## src/rtl/bgser_pkg.sv

```systemverilog
package bgser_pkg;
  localparam int PAT_W   = 20;
  localparam int DATA_W  = 8;
  localparam int N_PORTS = 3;
  localparam int REP     = 4;

  function automatic int port_lo(input int p);
    case (p)
      0: return 0;
      1: return 4;
      default: return 12;
    endcase
  endfunction

  function automatic int port_w(input int p);
    case (p)
      0: return 4;
      1: return 8;
      default: return PAT_W - 12;
    endcase
  endfunction
endpackage

```

## src/rtl/bgser_patreg.sv

```systemverilog
module bgser_patreg
  import bgser_pkg::*;
#(
  parameter int PW = PAT_W,
  parameter int DW = DATA_W,
  parameter int NP = N_PORTS
) (
  input  logic          clk,
  input  logic          rst,
  input  logic [NP-1:0] wr_en,
  input  logic          ctl_wr,
  input  logic [DW-1:0] wr_data,
  output logic [PW-1:0] pat,
  output logic          mirror
);
  logic [PW-1:0] pat_d;
  logic [PW-1:0] field_val [NP];
  logic [PW-1:0] field_msk [NP];

  for (genvar p = 0; p < NP; p++) begin : g_port
    localparam int LO = port_lo(p);
    localparam int W  = port_w(p);
    assign field_msk[p] = {{(PW-W){1'b0}}, {W{1'b1}}} << LO;
    assign field_val[p] = {{(PW-W){1'b0}}, wr_data[DW-1 -: W]} << LO;
  end

  always_comb begin
    pat_d = pat;
    for (int p = 0; p < NP; p++) begin
      if (wr_en[p]) pat_d = (pat_d & ~field_msk[p]) | field_val[p];
    end
  end

  always_ff @(posedge clk) begin
    if (rst) begin
      pat    <= '0;
      mirror <= 1'b0;
    end else begin
      pat <= pat_d;
      if (ctl_wr) mirror <= wr_data[0];
    end
  end
endmodule

```

## src/rtl/bgser_scan.sv

```systemverilog
module bgser_scan
  import bgser_pkg::*;
#(
  parameter int PW = PAT_W,
  parameter int RP = REP
) (
  input  logic                  clk,
  input  logic                  rst,
  input  logic                  pix_en,
  input  logic                  hblank,
  input  logic                  half_mark,
  input  logic                  mirror,
  output logic [$clog2(PW)-1:0] sel
);
  localparam int IW = $clog2(PW);
  localparam int SW = (RP > 1) ? $clog2(RP) : 1;
  localparam logic [IW-1:0] LAST_IDX = IW'(PW - 1);
  localparam logic [SW-1:0] LAST_SUB = SW'(RP - 1);

  logic [IW-1:0] idx_q, cur_idx;
  logic [SW-1:0] sub_q, cur_sub;
  logic          right_q, restart;

  always_comb begin
    restart = half_mark && !right_q;
    cur_idx = restart ? '0 : idx_q;
    cur_sub = restart ? '0 : sub_q;
    sel     = (half_mark && mirror) ? (LAST_IDX - cur_idx) : cur_idx;
  end

  always_ff @(posedge clk) begin
    if (rst) begin
      idx_q   <= '0;
      sub_q   <= '0;
      right_q <= 1'b0;
    end else if (pix_en) begin
      if (hblank) begin
        idx_q   <= '0;
        sub_q   <= '0;
        right_q <= 1'b0;
      end else begin
        right_q <= half_mark;
        if (cur_sub == LAST_SUB) begin
          sub_q <= '0;
          idx_q <= (cur_idx == LAST_IDX) ? '0 : cur_idx + 1'b1;
        end else begin
          sub_q <= cur_sub + 1'b1;
          idx_q <= cur_idx;
        end
      end
    end
  end
endmodule

```

## src/rtl/bgser_outreg.sv

```systemverilog
module bgser_outreg
  import bgser_pkg::*;
#(
  parameter int PW = PAT_W
) (
  input  logic                  clk,
  input  logic                  rst,
  input  logic                  pix_en,
  input  logic                  hblank,
  input  logic [PW-1:0]         pat,
  input  logic [$clog2(PW)-1:0] sel,
  output logic                  pix_out
);
  always_ff @(posedge clk) begin
    if (rst)         pix_out <= 1'b0;
    else if (pix_en) pix_out <= hblank ? 1'b0 : pat[sel];
  end
endmodule

```

## src/rtl/bgser_top.sv

```systemverilog
module bgser_top
  import bgser_pkg::*;
#(
  parameter int PW = PAT_W,
  parameter int DW = DATA_W,
  parameter int NP = N_PORTS,
  parameter int RP = REP
) (
  input  logic          clk,
  input  logic          rst,
  input  logic          pix_en,
  input  logic          hblank,
  input  logic          half_mark,
  input  logic [NP-1:0] wr_en,
  input  logic          ctl_wr,
  input  logic [DW-1:0] wr_data,
  output logic          pix_out
);
  localparam int IW = $clog2(PW);

  logic [PW-1:0] pat;
  logic          mirror;
  logic [IW-1:0] sel;

  bgser_patreg #(.PW(PW), .DW(DW), .NP(NP)) u_patreg (
    .clk(clk), .rst(rst), .wr_en(wr_en), .ctl_wr(ctl_wr),
    .wr_data(wr_data), .pat(pat), .mirror(mirror)
  );

  bgser_scan #(.PW(PW), .RP(RP)) u_scan (
    .clk(clk), .rst(rst), .pix_en(pix_en), .hblank(hblank),
    .half_mark(half_mark), .mirror(mirror), .sel(sel)
  );

  bgser_outreg #(.PW(PW)) u_outreg (
    .clk(clk), .rst(rst), .pix_en(pix_en), .hblank(hblank),
    .pat(pat), .sel(sel), .pix_out(pix_out)
  );
endmodule

```

## config.mk

```make
export PLATFORM = sky130hd
export DESIGN_NAME = bgser_top
export DESIGN_NICKNAME = d
export VERILOG_FILES = /design/src/rtl/bgser_pkg.sv /design/src/rtl/bgser_patreg.sv /design/src/rtl/bgser_scan.sv /design/src/rtl/bgser_outreg.sv /design/src/rtl/bgser_top.sv
export SDC_FILE = /design/constraint.sdc
export NUM_CORES = 1
export LEC_CHECK = 0
export ABC_AREA = 1
export BUFFER_PORTS_ARGS = -buffer_cell sky130_fd_sc_hd__buf_2
export CELL_PAD_IN_SITES_DETAIL_PLACEMENT = 2
export CELL_PAD_IN_SITES_GLOBAL_PLACEMENT = 2
export CORE_MARGIN = 5
export CORE_UTILIZATION = 28
export DETAILED_ROUTE_END_ITERATION = 7
export PLACE_DENSITY_LB_ADDON = 0.1
export SYNTH_ARGS = -nofsm -noshare
export SYNTH_HDL_FRONTEND = slang
export SYNTH_SLANG_ARGS = --single-unit
```

## constraint.sdc

```tcl
create_clock -name clk -period 1.75 [get_ports clk]
set_clock_uncertainty 0.1 [all_clocks]
set_input_delay 0.2625 -clock clk [delete_from_list [all_inputs] [get_ports clk]]
set_output_delay 0.2625 -clock clk [all_outputs]
set_load 0.03 [all_outputs]
```

# ---- Yosys cells after proc, flatten, opt, wreduce, memory -nomap -nowiden
# Index checks and enable logic that the tools add are counted.
dict set report word_totals {
  ff_bits 30
  inputBits 17
  output_inout_bits 1
  word_cells 33
}
dict set report op_classes {
  n_addsub 3
  magnitude_cmp 1
  eq_ne 2
  muxes 15
  bitwise_logic 3
  n_reduce_logical 3
}
# cell count
set ops {}
lappend ops {{20-bit two-way mux} 3}
lappend ops {{5-bit two-way mux} 5}
lappend ops {{12-bit by 20-bit OR with 20-bit output} 1}
lappend ops {{20-bit by 12-bit OR with 20-bit output} 1}
lappend ops {{20-bit by 4-bit OR with 20-bit output} 1}
lappend ops {{5-bit by 6-bit < comparator with 1-bit output (second input constant)} 1}
lappend ops {{2-bit two-way mux} 3}
lappend ops {{5-bit by 1-bit adder with 5-bit output (second input constant)} 1}
lappend ops {{1-bit binary-select mux with 5-bit select} 1}
lappend ops {{5-bit equality test (second input constant)} 1}
lappend ops {{5-bit subtractor (first input constant)} 1}
lappend ops {{1-bit two-way mux} 3}
lappend ops {{2-bit by 1-bit adder with 2-bit output (second input constant)} 1}
lappend ops {{2-bit equality test (second input constant)} 1}
lappend ops {{1-bit logical AND} 2}
lappend ops {{1-bit zero test} 1}

# ---- Depth between registers and ports, before layout
# Gate-level depths: netlist of run 1.
dict set report logic_depth {
  depth_word 8
  mapped_depth 14
  depth_no_buf 14
}

# ---- Cells and area by module
# Synthesis of run 1 repeated with hierarchy kept, for this count alone.
dict set report unflattened {
  hier_cells 280
  area_unflattened_um2 1757.9
}
# mod instances cells_each area_per_inst_um2 seq_area_each_um2
set by_module_without_submodules {}
lappend by_module_without_submodules {bgser_patreg 1 121 849.6 420.4}
lappend by_module_without_submodules {bgser_scan 1 90 595.6 160.2}
lappend by_module_without_submodules {bgser_outreg 1 69 312.8 20.0}

# ---- Worst setup path before layout of run 1
# Ideal clock, no wire load.
dict set report synth_path {
  path_kind {flip-flop to flip-flop}
  start {register u_scan.right_q}
  end {register u_outreg.pix_out}
  setup_time_ns 0.131
  t_arrival_ns 1.562
  t_required_ns 1.519
  path_slack_ns -0.043
  path_stages_with_launch 15
  path_buffers 0
  period_less_slack_ns 1.793
  path_cell_list {dfxtp_1 > inv_1 > nand2_4 > nand2_2 > ha_1 > nand2_1 > nand2_1 > nor2_1 > inv_1 > nor2_1 > nor2_1 > nand2_1 > nand3_1 > nand2_1 > a21oi_2}
}
dict set report synth_via {
  elab_chain_len 8
}
# element line
set synth_rtl {}
lappend synth_rtl {{start: declaration} bgser_scan.sv:22} ;# logic right_q, restart;
lappend synth_rtl {{start signal: assignment} bgser_scan.sv:42} ;# right_q <= half_mark;
lappend synth_rtl {{1-bit zero test *} bgser_scan.sv:25} ;# restart = half_mark && !right_q;
lappend synth_rtl {{1-bit logical AND *} bgser_scan.sv:25}
lappend synth_rtl {{5-bit two-way mux *} bgser_scan.sv:26} ;# cur_idx = restart ? '0 : idx_q;
lappend synth_rtl {{5-bit subtractor} bgser_scan.sv:28} ;# sel = (half_mark && mirror) ? (LAST_IDX - cur_idx) : cur_idx;
lappend synth_rtl {{5-bit two-way mux *} bgser_scan.sv:28}
lappend synth_rtl {{1-bit binary-select mux with 5-bit select *} bgser_outreg.sv:16} ;# else if (pix_en) pix_out <= hblank ? 1'b0 : pat[sel];
lappend synth_rtl {{1-bit two-way mux (not written as such) *} bgser_outreg.sv:16}
lappend synth_rtl {{1-bit two-way mux *} bgser_outreg.sv:16}
lappend synth_rtl {{end signal: assignment} bgser_outreg.sv:16}
lappend synth_rtl {{end: declaration} bgser_outreg.sv:12} ;# output logic pix_out
# Mark *: on every way between the ends. The rest lies on a longest branch, timed or not. The select of a mux whose other input is x is not followed.
# A chain may end at the register's enable or synchronous reset.

# ---- Final worst setup path of run 1
# Same ends and word-level chain as after synthesis.

==> metrics.txt, run 1 <==
status=complete, but fails checks; failing checks=negative setup slack; Clock Root Buffer=clkbuf_8; H-tree Lvls=2; critical path type=flop to flop; RSZ-0062 raised after global routing=yes; total power per unit cell area=853 nW/um^2; count of cell types in the netlist=24; commonest cells in the netlist=nand2_1, dfxtp_1, a21oi_1; drt total wl=5050 um; via count=around 1,600; minimum clock period=~1.8 ns; vias in the first global route=1,775; delay-heaviest family, CP=simple AND/OR/NAND/NOR gates; Slew @ Worst Pin=0.589 ns; met3 routed WL=110 um; layout cells sized above 1=0.274; worst setup path startpoint=u_scan.right_q$_SDFFE_PP0P_; Die H=84.0 um; share of the synthesized area in the top cell type=0.391; Post-Place Setup Slack=-0.136 ns; Synth async-reset ratio=0; critical path depth in cells=14; antenna cell count=0; CP dominant cell by count=nand2_4; drt via density=4.68; Clk Latency, worst-skew pair=0.28 ns; Cell Rows=27; Critical Path AT=1.81 ns; synthesized area=1540 sq um; Post-Synth Simple-Gate Area=0.381; MaxCap Viol Count=0; Port Buffer Count=17; Final Max Slew Viols=0; critical path's slowest cell=dfxtp_2; Setup violations, final=2; initial drt markers=21; Worst R2R Setup Slack=-0.01 ns; global-route wire length before repair=between 8000 and 9000 um; initial core utilization=0.284; Reg2Reg Depth=14; Overflow after GRT=0; type of origin of the critical path=flop; proportion of synthesized area in mux cells=0.00652; Slew headroom=0.607; CTS Buffer Depth=2; synth top area cells=dfxtp_1, nand2_1, a21oi_1; Main synth FF type=dfxtp_1; routed wl met2=between 2000 and 3000 um; DIE WIDTH=~84 um; GRT Total Usage=0.151; remaining routing DRC violations=0; max layer used=met4; synthesized flop and latch total=30; Worst R2R End=u_outreg.pix_out$_SDFFE_PP0P_; final hold vios=0; number of CTS-inserted buffers=5; crit-path max FO=7; largest net degree at the start of global routing=31; core box area=5410 sq um; GP Congestion=0.715; Worst-path clk slew=0.07 ns; clock sinks=30; Worst Path Required=1.80 ns; setup slack after layout=-0.0118 ns; per-cell routed wire length=approximately 15 um; leakage power total=0.938 nW; DP HPWL=3660 um; syn avg cell area=about 6.7 sq um; I/O pins=18; Yosys warnings=0; critical path capture point type=flop; initial antenna violation count=0; xor and xnor fraction of the mapped netlist area=0.0114; Layout area overhead=36.5%; EDFF count, synth=0; timing endpoint of the critical path=u_outreg.pix_out$_SDFFE_PP0P_; worst r2r src=u_scan.right_q$_SDFFE_PP0P_; complex-gate fraction of the synthesized area=0.119; Post-Synth Adder-Cell Area=0.0244; FMAX=568 MHz; Buf/Inv on CP=1; Detail Route Antenna Nets=0; post-route cell area=between 2000 and 2500 sq um; Metal-1 WL=2160 um; Nets=285; hold crit path type=input pin to flop; Area after DPL=between 1500 and 2000 sq um; Peak supply drop=between 0.3 and 0.4 mV; largest family of logic cells by synthesized area=simple AND/OR/NAND/NOR gates; post-synthesis net count=between 200 and 250; Crit path largest cell delay=~0.33 ns; top-count cell post-synth=nand2_1; DR pass1 iterations=4; post-synth top area cell=dfxtp_1; CP Cell Sequence=inv_2, nand2_4, nand2_4, ha_4, nand2_4, nand2_4, nor2_4, nand3_2, nand2_1, nor2_1, nand2_1, nand3_1, nand2_1, a21oi_2; Final period util=1.01; sequential-to-total area share from yosys stat=0.391; total die area=between 7000 and 8000 sq um; Gate Count Post-Synth=around 230; CTS tree=done
cell usage in the layout, fill, tap and decap left out:
master	n
nand3_1	19
bufinv_16	2
buf_2	17
xnor2_1	1
nand2_1	79
inv_2	4
nor2_1	11
nand2_4	8
clkbuf_8	6
inv_1	15
clkinv_1	2
a21oi_1	28
nand2_8	2
dfxtp_2	1
o211ai_1	1
inv_4	1
mux2i_1	1
or2_2	1
a211oi_1	1
buf_4	16
nand4_1	2
nor3_2	1
ha_4	1
dfxtp_1	29
nand3_2	2
a21oi_2	1
o21ai_0	2
buf_6	1
ha_2	1
a41oi_2	1
nand3b_1	1
xor2_2	1
ha_1	1
nand2_2	2
nor2_4	3
nor3_4	1
routing by layer:
metal,GRT usage,vias to the layer above
li1,-,806
met1,0.161,756
met2,0.287,14
met3,0.0346,7
met4,0.0526,0
met5,0,-
per-stage QoR:
step,power [mW],hold slack [ns],cells,util,setup TNS [ns]
floorplan,0.837,0.299,229,-,0
global placement,0.910,0.353,328,0.336,-0.175
detailed placement,0.913,0.361,328,0.336,-0.282
CTS,1.82,0.127,337,0.374,-0.00470
finish,1.79,0.139,338,0.388,-0.0146
global route,1.88,0.127,338,0.388,-0.394
worst min-delay path: cells and delay by family:
family	cells	cell delay, ns
compound gates	1	0.05
simple gates	1	0.05
buf+inv	1	0.11
flip-flops by register name, summed over array words and instances (netlist names):
signal	flops
u_scan.right_q	1
u_patreg.mirror	1
u_patreg.pat	20
u_outreg.pix_out	1
u_scan.idx_q	5
u_scan.sub_q	2
what timing repair did:
| item | 4_1_cts | 5_1_grt |
|---|---|---|
| setup endpoints to repair | 3 | 4 |
| pin swaps | 9 | 7 |
| cloned | 0 | 0 |
| setup buffers | 1 | 1 |
| resized for setup | 12 | 15 |
| hold buffers | 0 | 0 |
area by class of cell:
class	count	area, sq um
inverters	22	85.1
clock buffers	6	82.6
repair buffers	34	216
flip-flops and latches	30	602
multi-input cells	172	960
well taps	72	90.1
clock inverters	2	60.1
fillers	659	3310
logic make-up after synthesis:
group | after synthesis
flops | 30
fa+ha+maj | 3
simple gates | 132
xor+xnor | 2
mux | 1
compound gates | 34
buf+inv | 27
worst min path at each step:
stage	startpoint	cells after the start	to
after detailed placement	u_patreg.pat[4]$_SDFFE_PP0P_	2	u_patreg.pat[4]$_SDFFE_PP0P_
final	wr_data[2]	3	u_patreg.pat[14]$_SDFFE_PP0P_
after global routing	wr_data[1]	3	u_patreg.pat[13]$_SDFFE_PP0P_
after floorplan	half_mark	2	u_scan.right_q$_SDFFE_PP0P_
after global placement	u_patreg.pat[4]$_SDFFE_PP0P_	2	u_patreg.pat[4]$_SDFFE_PP0P_
after CTS	wr_data[2]	3	u_patreg.pat[14]$_SDFFE_PP0P_
report_power, final:
group          internal [mW]  total [mW]  switching, mW
sequential             0.713       0.730         0.0169
combinational         0.0649       0.173          0.108
clock                  0.607       0.886          0.279
(Power assumes the default switching activity.)
==> run 2: changes to the inputs <==
==> constraint.sdc (replaced) <==
create_clock -name clk -period 1.75 [get_ports clk]
set_clock_uncertainty 0.1 [all_clocks]
set_input_delay 0.0875 -clock clk [delete_from_list [all_inputs] [get_ports clk]]
set_output_delay 0.0875 -clock clk [all_outputs]
set_load 0.03 [all_outputs]
==> metrics.txt, run 2 (synthesis results as in run 1) <==
CTS Buffer Depth=2 (unchanged); status=complete, but fails checks; Final Power=1.63 mW (-8.6%); initial core utilization=0.284 (unchanged); CTS tree=done; Worst-path clk slew=0.07 ns (about the same); # fillers=652 (-1.1%); Final period util=1.00 (-0.00477); layout cells sized above 1=0.271 (-0.00337); Worst Path Required=1.80 ns (about the same); DR pass1 iterations=3 (-1); I/O pins=18 (unchanged); Layout area overhead=39.3%; hold crit path type=input pin to flop; Placed Cells=326 (-0.61%); leakage power total=0.973 nW (+3.8%); via count=1,617 (+2.1%); antenna cell count=0 (unchanged); vias in the first global route=1,812 (+2.1%); Clk Latency, worst-skew pair=0.29 ns (about the same); initial antenna violation count=0 (unchanged); initial drt markers=17 (-19%); Largest regs=u_patreg.pat x20, u_scan.idx_q x5, u_scan.sub_q x2; drt total wl=5190 um (+2.9%); failing checks=negative setup slack; H-tree Lvls=2 (unchanged); Clock Root Buffer=clkbuf_8; crit-path max FO=6 (-1); Peak supply drop=0.305 mV (-12%); minimum clock period=1.75 ns (-0.00835 ns); largest net degree at the start of global routing=31 (unchanged); DIE WIDTH=84.0 um (unchanged); clock sinks=30 (unchanged); GRT Total Usage=0.153 (+0.00221); global-route wire length before repair=8670 um (+2.5%); Port Buffer Count=17 (unchanged); Cell Rows=27 (unchanged); Setup violations, final=1 (-1); final hold vios=0 (unchanged); per-cell routed wire length=15.1 um (+0.84%); total power per unit cell area=765 nW/um^2 (-10%); DP HPWL=3710 um (+1.4%); total die area=7060 sq um (unchanged); remaining routing DRC violations=0 (unchanged); critical path type=flop to flop; setup slack after layout=-0.00349 ns (+0.00835 ns); MaxCap Viol Count=0 (unchanged); Final Max Slew Viols=0 (unchanged); type of origin of the critical path=flop; Critical Path AT=1.81 ns (about the same); Biggest register=u_patreg.pat; FMAX=570 MHz (+0.48%); RSZ-0062 raised after global routing=yes; critical path capture point type=flop; Overflow after GRT=0 (unchanged); max FFs per register=20 (unchanged); setup_tns=-0.00349 ns (+0.0111 ns); drt via density=4.69 (about the same); number of CTS-inserted buffers=5 (unchanged); most frequent cells in the layout=nand2_1, dfxtp_1, a21oi_1; Slew headroom=0.604 (-0.00383); Detail Route Antenna Nets=0 (unchanged); WHS=0.0303 ns (-0.109 ns); Worst R2R Setup Slack=-0.003 ns (about the same); most common cell after layout, fill and taps aside=nand2_1; GP Congestion=0.718 (+0.31%); fin cells=345 (+2.1%); Die H=84.0 um (unchanged); core box area=5410 sq um (unchanged); post-CTS setup buffers=0 (-1); Nets=292 (+2.5%); Slew @ Worst Pin=0.595 ns (+0.00574 ns)
run 2: cell types whose count changed in the layout (fill, tap and decap cells not counted), sizes merged:
cell	delta
dlygate4sd3	+11
bufinv	-1
clkinv	+2
clkbuf	-1
buf	-4
run 2: layout make-up:
cell class,instances,area [sq um],area share
Multi-Input combinational cell,172,956,0.447
Inverter,22,85.1,0.0398
Clock inverter,3,40.0,0.0187
Timing Repair Buffer,41,297,0.139
Tap cell,72,90.1,0.0421
Sequential cell,30,602,0.281
Clock buffer,5,68.8,0.0322
run 2: path summary, 6_finish.rpt:
kind                           startpoint                            end  cells after the start
min                              wr_en[1]   u_patreg.pat[5]$_SDFFE_PP0P_                      3
min reg2reg  u_scan.sub_q[0]$_SDFFE_PP0P_   u_scan.sub_q[0]$_SDFFE_PP0P_                      2
max           u_scan.right_q$_SDFFE_PP0P_  u_outreg.pix_out$_SDFFE_PP0P_                     14
max reg2reg   u_scan.right_q$_SDFFE_PP0P_  u_outreg.pix_out$_SDFFE_PP0P_                     14
run 2: worst max-delay path, cell delays in order (launching register included):
cell and delay [ns]:
dfxtp_2 0.34, inv_2 0.04, nand2_4 0.10, nand2_4 0.07, ha_4 0.24, nand2_4 0.06, nand2_4 0.07, nor2_4 0.15
nand3_2 0.07, nand2_1 0.07, nor2_1 0.04, nand2_1 0.07, nand3_2 0.09, nand2_2 0.07, a21oi_2 0.04
run 2: metal layers:
metal  routed length, um  up-vias  part of all wire  GRT usage
met3                 101        8             0.019     0.0336
met4                  72        0             0.014     0.0482
met1                2240      781              0.43      0.177
li1                    -      816                 -          -
met2                2780       12              0.54      0.278
met5                   0        -                 0          0
run 2: repair_timing:
action                                  CTS  global route
hold buffers                             11             0
pin swaps                                 7            10
endpoints found under the hold margin    22             0
endpoints found under the setup margin    4             5
gates resized for setup                  12            19
run 2: report_power, final:
group / internal, mW / total (mW) / switching [mW]
combinational: 0.0795 / 0.191 / 0.112
clock: 0.419 / 0.714 / 0.295
sequential: 0.713 / 0.729 / 0.0165
run 2: through the flow:
step	area, sq um	worst slack, ns	utilization
2_1_floorplan	1550	0.0139	-
3_3_place_gp	1800	-0.0504	0.333
3_5_place_dp	1800	-0.102	0.333
4_1_cts	2070	-0.00129	0.384
5_1_grt	2140	-0.150	0.396
6_report	2140	-0.00349	0.396
